**src/rtl/tsa_pkg.sv**
```systemverilog
package tsa_pkg;

    // Slot descriptor, most significant field first
    typedef struct packed {
        logic       mc;       // multichannel format flag (not handled)
        logic       swap;     // swap line roles (receive side only)
        logic [3:0] stb;      // strobe pin pattern
        logic       rsvd;
        logic [3:0] chan;     // channel code
        logic [2:0] cnt;      // length minus one
        logic       byte_u;   // 1: length counted in bytes
        logic       last;     // closes the frame (odd entry only)
    } tsa_entry_t;

    typedef enum logic [1:0] {
        ST_IDLE  = 2'd0,
        ST_SLOT  = 2'd1,
        ST_FAULT = 2'd2
    } tsa_state_t;

    localparam int CODE_W   = 4;
    localparam int NUM_CODE = 1 << CODE_W;
    localparam int LEN_W    = 6;

    function automatic logic code_routed(input logic [CODE_W-1:0] code);
        unique case (code)
            4'd1, 4'd2, 4'd3, 4'd4, 4'd5, 4'd6,
            4'd9, 4'd10, 4'd11: code_routed = 1'b1;
            default:            code_routed = 1'b0;
        endcase
    endfunction

    // slot length in bit times, minus one
    function automatic logic [LEN_W-1:0] slot_len_m1(input tsa_entry_t e);
        if (e.byte_u)
            slot_len_m1 = {e.cnt, 3'b111};
        else
            slot_len_m1 = {3'b000, e.cnt};
    endfunction

endpackage

```
**src/rtl/tsa_table.sv**
```systemverilog
module tsa_table #(
    parameter int DEPTH = 256,
    parameter int AW    = $clog2(DEPTH)
) (
    input  logic                     clk,
    input  logic                     we,
    input  logic [AW-1:0]            waddr,
    input  tsa_pkg::tsa_entry_t      wdata,
    input  logic [AW-1:0]            raddr,
    output tsa_pkg::tsa_entry_t      rdata
);
    tsa_pkg::tsa_entry_t mem [DEPTH];

    always_ff @(posedge clk) begin
        if (we) begin
            mem[waddr] <= wdata;
        end
    end

    assign rdata = mem[raddr];

endmodule

```
**src/rtl/tsa_seq.sv**
```systemverilog
module tsa_seq #(
    parameter int DEPTH = 256,
    parameter int AW    = $clog2(DEPTH)
) (
    input  logic                     clk,
    input  logic                     rst_n,
    input  logic                     bit_tick,
    input  logic                     frame_sync,
    input  tsa_pkg::tsa_entry_t      rd_data,
    output logic [AW-1:0]            rd_addr,
    output tsa_pkg::tsa_entry_t      cur,
    output logic                     active,
    output logic                     fault
);
    import tsa_pkg::*;

    localparam logic [AW-1:0] LAST_IDX = AW'(DEPTH - 1);

    tsa_state_t       state, state_nxt;
    logic [AW-1:0]    ptr;
    logic [LEN_W-1:0] remain;

    logic sync_tick, slot_done, closes, exhausted, load;

    // bits of the descriptor this block does not act on
    logic unused_fields;
    assign unused_fields = rd_data.mc ^ rd_data.rsvd;

    assign sync_tick = bit_tick && frame_sync;
    assign slot_done = bit_tick && (state == ST_SLOT) && (remain == '0);
    assign closes    = cur.last && ptr[0];
    assign exhausted = (ptr == LAST_IDX);
    assign load      = sync_tick || (slot_done && !closes && !exhausted);
    assign rd_addr   = sync_tick ? '0 : ptr + 1'b1;

    // next-state decision
    always_comb begin
        state_nxt = state;
        unique case (state)
            ST_IDLE, ST_FAULT: begin
                if (sync_tick) state_nxt = ST_SLOT;
            end
            ST_SLOT: begin
                if (sync_tick)      state_nxt = ST_SLOT;
                else if (slot_done) begin
                    if (closes)         state_nxt = ST_IDLE;
                    else if (exhausted) state_nxt = ST_FAULT;
                    else                state_nxt = ST_SLOT;
                end
            end
            default: state_nxt = ST_IDLE;
        endcase
    end

    // state register
    always_ff @(posedge clk) begin
        if (!rst_n) state <= ST_IDLE;
        else        state <= state_nxt;
    end

    // slot pointer, length counter and current descriptor
    always_ff @(posedge clk) begin
        if (!rst_n) begin
            ptr    <= '0;
            remain <= '0;
            cur    <= '0;
        end else if (load) begin
            ptr    <= rd_addr;
            remain <= slot_len_m1(rd_data);
            cur    <= rd_data;
        end else if (slot_done) begin
            cur    <= '0;
        end else if (bit_tick && state == ST_SLOT) begin
            remain <= remain - 1'b1;
        end
    end

    // outputs of the controller
    always_comb begin
        active = 1'b0;
        fault  = 1'b0;
        unique case (state)
            ST_IDLE:  ;
            ST_SLOT:  active = 1'b1;
            ST_FAULT: fault  = 1'b1;
            default:  ;
        endcase
    end

endmodule

```
**src/rtl/tsa_route.sv**
```systemverilog
module tsa_route #(
    parameter bit RX_SIDE = 1'b0
) (
    input  tsa_pkg::tsa_entry_t             cur,
    input  logic                            active,
    input  logic [tsa_pkg::NUM_CODE-1:0]    chan_txd,
    input  logic                            line_rxd,
    output logic [tsa_pkg::NUM_CODE-1:0]    chan_stb,
    output logic [3:0]                      pin_strobe,
    output logic                            pin_swap,
    output logic                            line_txd,
    output logic                            chan_rxd
);
    import tsa_pkg::*;

    logic routed;
    assign routed     = active && code_routed(cur.chan);
    assign pin_strobe = active ? cur.stb : 4'b0000;

    for (genvar g = 0; g < NUM_CODE; g++) begin : g_stb
        assign chan_stb[g] = routed && (cur.chan == CODE_W'(g));
    end

    if (RX_SIDE) begin : g_rx
        logic unused_tx;
        assign unused_tx = ^chan_txd;
        assign line_txd  = 1'b1;
        assign chan_rxd  = routed ? line_rxd : 1'b0;
        assign pin_swap  = active && cur.swap;
    end else begin : g_tx
        logic unused_rx;
        assign unused_rx = line_rxd ^ cur.swap;
        assign line_txd  = routed ? chan_txd[cur.chan] : 1'b1;
        assign chan_rxd  = 1'b0;
        assign pin_swap  = 1'b0;
    end

endmodule

```
**src/rtl/slot_assigner.sv**
```systemverilog
module slot_assigner #(
    parameter bit RX_SIDE   = 1'b0,
    parameter int TBL_DEPTH = 256,
    localparam int AW       = $clog2(TBL_DEPTH)
) (
    input  logic          clk,
    input  logic          rst_n,
    input  logic          tbl_we,
    input  logic [AW-1:0] tbl_addr,
    input  logic [15:0]   tbl_wdata,
    input  logic          bit_tick,
    input  logic          frame_sync,
    input  logic [15:0]   chan_txd,
    input  logic          line_rxd,
    output logic          line_txd,
    output logic          chan_rxd,
    output logic [15:0]   chan_stb,
    output logic [3:0]    pin_strobe,
    output logic          pin_swap,
    output logic          slot_active,
    output logic          frame_err
);
    import tsa_pkg::*;

    tsa_entry_t    rd_data, cur;
    logic [AW-1:0] rd_addr;

    tsa_table #(.DEPTH(TBL_DEPTH), .AW(AW)) u_table (
        .clk   (clk),
        .we    (tbl_we),
        .waddr (tbl_addr),
        .wdata (tsa_entry_t'(tbl_wdata)),
        .raddr (rd_addr),
        .rdata (rd_data)
    );

    tsa_seq #(.DEPTH(TBL_DEPTH), .AW(AW)) u_seq (
        .clk        (clk),
        .rst_n      (rst_n),
        .bit_tick   (bit_tick),
        .frame_sync (frame_sync),
        .rd_data    (rd_data),
        .rd_addr    (rd_addr),
        .cur        (cur),
        .active     (slot_active),
        .fault      (frame_err)
    );

    tsa_route #(.RX_SIDE(RX_SIDE)) u_route (
        .cur        (cur),
        .active     (slot_active),
        .chan_txd   (chan_txd),
        .line_rxd   (line_rxd),
        .chan_stb   (chan_stb),
        .pin_strobe (pin_strobe),
        .pin_swap   (pin_swap),
        .line_txd   (line_txd),
        .chan_rxd   (chan_rxd)
    );

endmodule

```
**config.mk**
```make
export PLATFORM = sky130hd
export DESIGN_NAME = slot_assigner
export DESIGN_NICKNAME = d
export VERILOG_FILES = /design/src/rtl/tsa_pkg.sv /design/src/rtl/tsa_table.sv /design/src/rtl/tsa_seq.sv /design/src/rtl/tsa_route.sv /design/src/rtl/slot_assigner.sv
export SDC_FILE = /design/constraint.sdc
export NUM_CORES = 2
export LEC_CHECK = 0
export ABC_AREA = 0
export CORE_MARGIN = 4
export CORE_UTILIZATION = 57
export DETAILED_ROUTE_END_ITERATION = 8
export GPL_ROUTABILITY_DRIVEN = 0
export PLACE_DENSITY_LB_ADDON = 0.15
export SKIP_CTS_REPAIR_TIMING = 1
export SLEW_MARGIN = 10
export SYNTH_ARGS = -nofsm -noshare
export SYNTH_HDL_FRONTEND = slang
export SYNTH_MEMORY_MAX_BITS = 65536
export SYNTH_SLANG_ARGS = --single-unit
export TNS_END_PERCENT = 100
```
**constraint.sdc**
```tcl
create_clock -name clk -period 3.46 [get_ports clk]
set_clock_uncertainty 0.15 [all_clocks]
set_input_delay 0.346 -clock clk [delete_from_list [all_inputs] [get_ports clk]]
set_output_delay 0.346 -clock clk [all_outputs]
set_load 0.005 [all_outputs]
```
==> run metrics <==
outcome complete, but fails checks; largest net degree at the start of global routing 119; Starting Density 57.38%; Layout area overhead 22.31%; cell accounting for the most synthesized area edfxtp_1; Cell variety after synth 94; first-pass GRT wire length about 650000 µm; hold path depth 2; Synth top area share 74.76%; chip height approximately 500 µm; critical path's slowest cell nor4_1; final setup vio count 16; clk buf depth 4; Reg-to-Reg Start u_seq.ptr[0]; Setup WS post-layout -0.4241 ns; most numerous cell in the Yosys netlist edfxtp_1; most frequent cells after synthesis edfxtp_1, nand2_1, nand3_1; Clock Root Buffer clkbuf_16; Cells after Synth 8936; Critical Path AT 4.63 ns; leakage power 55.08 nW; R2R Setup Slk -0.42 ns; Mean Syn Cell Area 14.96 µm²; IO Port Bufs 64; num rows 177; clock transition at the registers of the reported paths 0.07 ns; relative slew slack 36.74%; Max Cap Violations 0; Tightest Pin Transition 0.9489 ns; fin crit period 3.884 ns; flops & latches, synth 3354; Pwr Density 541.4 nW/µm²; maximum vdd drop 0.4758 mV; register area share after synthesis 75.15%; DR WL/cell 34.08 µm; via count about 95000; layout cells sized above 1 around a quarter; Util after Layout 70.18%; vias per cell 6.905; clock sink total 3354; Hold Crit Start rst_n; startpoint type of the worst setup path flop; gr usage total 37.22%; Inserted Clock Buffers approximately 350; drt total wl 467000 µm; Final period util 112.3%; DRT iter0 DRCs 16101; RSZ-0062 raised after global routing true; Syn. warnings 0; H-tree Lvls 5; crit path cell chain buf_12 -> buf_12 -> a21o_4 -> buf_12 -> buf_4 -> buf_4 -> nor2_2 -> a221oi_1 -> and3_1 -> nor4_1 -> a211oi_2 -> nand4_1 -> buf_4 -> o31ai_4 -> and3_1 -> nor3_2; Required @ worst endpoint roughly 4.2 ns; die width a little under 500 µm; Top FF cell, synth edfxtp_1; Post-synth EDFFs between 3000 and 4000; drc violations 0; Fin. Hold Viols 0; fmax 257.5 MHz; async set-reset flop share out of synthesis 0%; Setup CP Type flop to flop; R2R depth 16; Min-Delay Path Class input pin to flop; failing checks negative setup slack; clk_lat worst skew 1.00 ns; crit path max fanout 12; Non-Filler Instances 13702; initial antenna violation count 19; final-report max-slew violation count 0; Critical Path Max Stage Delay 0.64 ns; dpl cells 12991; Hold EP u_seq.remain[5]; Top Ports 71; DRT Pass-1 Iters 8; mapped cell area 133700 µm²; Remaining Overflow, GRT 0; Area contributors post-synth edfxtp_1, nand2_1, a221oi_1; Worst Setup End Kind flop; CTS tree built; hpwl dp 296000 µm; Core Area 233000 µm²; Nets 10340; vias in the first global route about 90000; die area 242300 µm²; Antenna Nets Post-Route 0
==> sequential cells by signal (all words and copies together) (netlist names), named ones only <==
register,cells
u_table.mem,3328
u_seq.ptr,8
u_seq.cur,9
u_seq.state,2
u_seq.remain,6
==> how the worst max path moves through the flow <==
stage                     cells past startpoint  slack, ns         endpoint         start
after floorplan                              12       0.24  u_seq.remain[5]  u_seq.ptr[1]
after global placement                       17      -1.26  u_seq.remain[5]      bit_tick
after detailed placement                     16      -1.26  u_seq.remain[2]      bit_tick
after CTS                                    15      -0.80             flop  u_seq.ptr[1]
after global routing                         15      -0.43  u_seq.remain[1]  u_seq.ptr[0]
final                                        16      -0.42             flop  u_seq.ptr[0]
==> metal layers <==
layer,share of wire [%],GRT usage (%)
met3,15,11.67
met5,0.062,1.272
met2,44,54.41
met4,6.5,19.73
met1,35,50.32
==> power breakdown <==
part	leakage, nW	switching, mW	internal, mW
sequential	30.1	0.0747	44.8
combinational	19.7	4.75	2.62
clock	5.30	15.4	20.9
==> placed cells by master (no fill, tap or decap), types with 58 or more instances in the layout <==
master	count
edfxtp_1	3328
buf_4	1316
nand2_1	1266
nand3_1	544
a221oi_1	396
clkbuf_16	368
nor2_1	335
buf_12	264
nor3_1	243
mux2i_1	210
a211oi_1	189
a21oi_1	179
a31oi_1	110
a311oi_1	109
and3_1	98
o21ai_0	95
a22oi_1	86
o22ai_1	80
nor2b_1	76
clkinv_1	70
clkinv_2	69
clkbuf_1	66
o211ai_1	61
mux4_2	58
==> worst max-delay path, delay by kind of cell (launching register included) <==
family,cells,cell delay (ns)
AOI/OAI and AO/OA,4,0.60
buffers and inverters,6,1.01
DFF,1,0.38
and+or+nand+nor,6,1.65
==> final cells by class <==
type	count	area, µm²
inverter	7	33.78
sequential	3354	100500
antenna	20	50.05
tap	3132	3919
clock inverter	188	1662
timing repair buffer	1727	17220
clock buffer	422	9156
fill	15123	69480
multi-input combinational	4852	30980
==> cells by family after synthesis <==
kind of cell | synth area share (%)
compound gates | 9.859
xor+xnor | 0.04494
buf+inv | 2.759
fa+ha+maj | 0.02808
other cells | 0.002805
flops | 75.15
mux | 2.833
simple gates | 9.324
==> stage by stage <==
| stage | total power, mW | area, µm² | hold WS, ns | TNS [ns] | setup slack (ns) |
|---|---|---|---|---|---|
| global placement | 52.27 | 150100 | 0.3122 | -16.32 | -1.264 |
| detailed placement | 52.37 | 150100 | 0.3399 | -16.85 | -1.260 |
| global route | 90.50 | 163400 | 0.1016 | -5.598 | -0.4312 |
| floorplan | 48.45 | 133700 | 0.2786 | 0 | 0.2408 |
| CTS | 87.93 | 160900 | -0.2525 | -10.60 | -0.8024 |
| finish | 88.52 | 163500 | 0.1250 | -5.272 | -0.4241 |
Power figures use the tool's default switching activity.
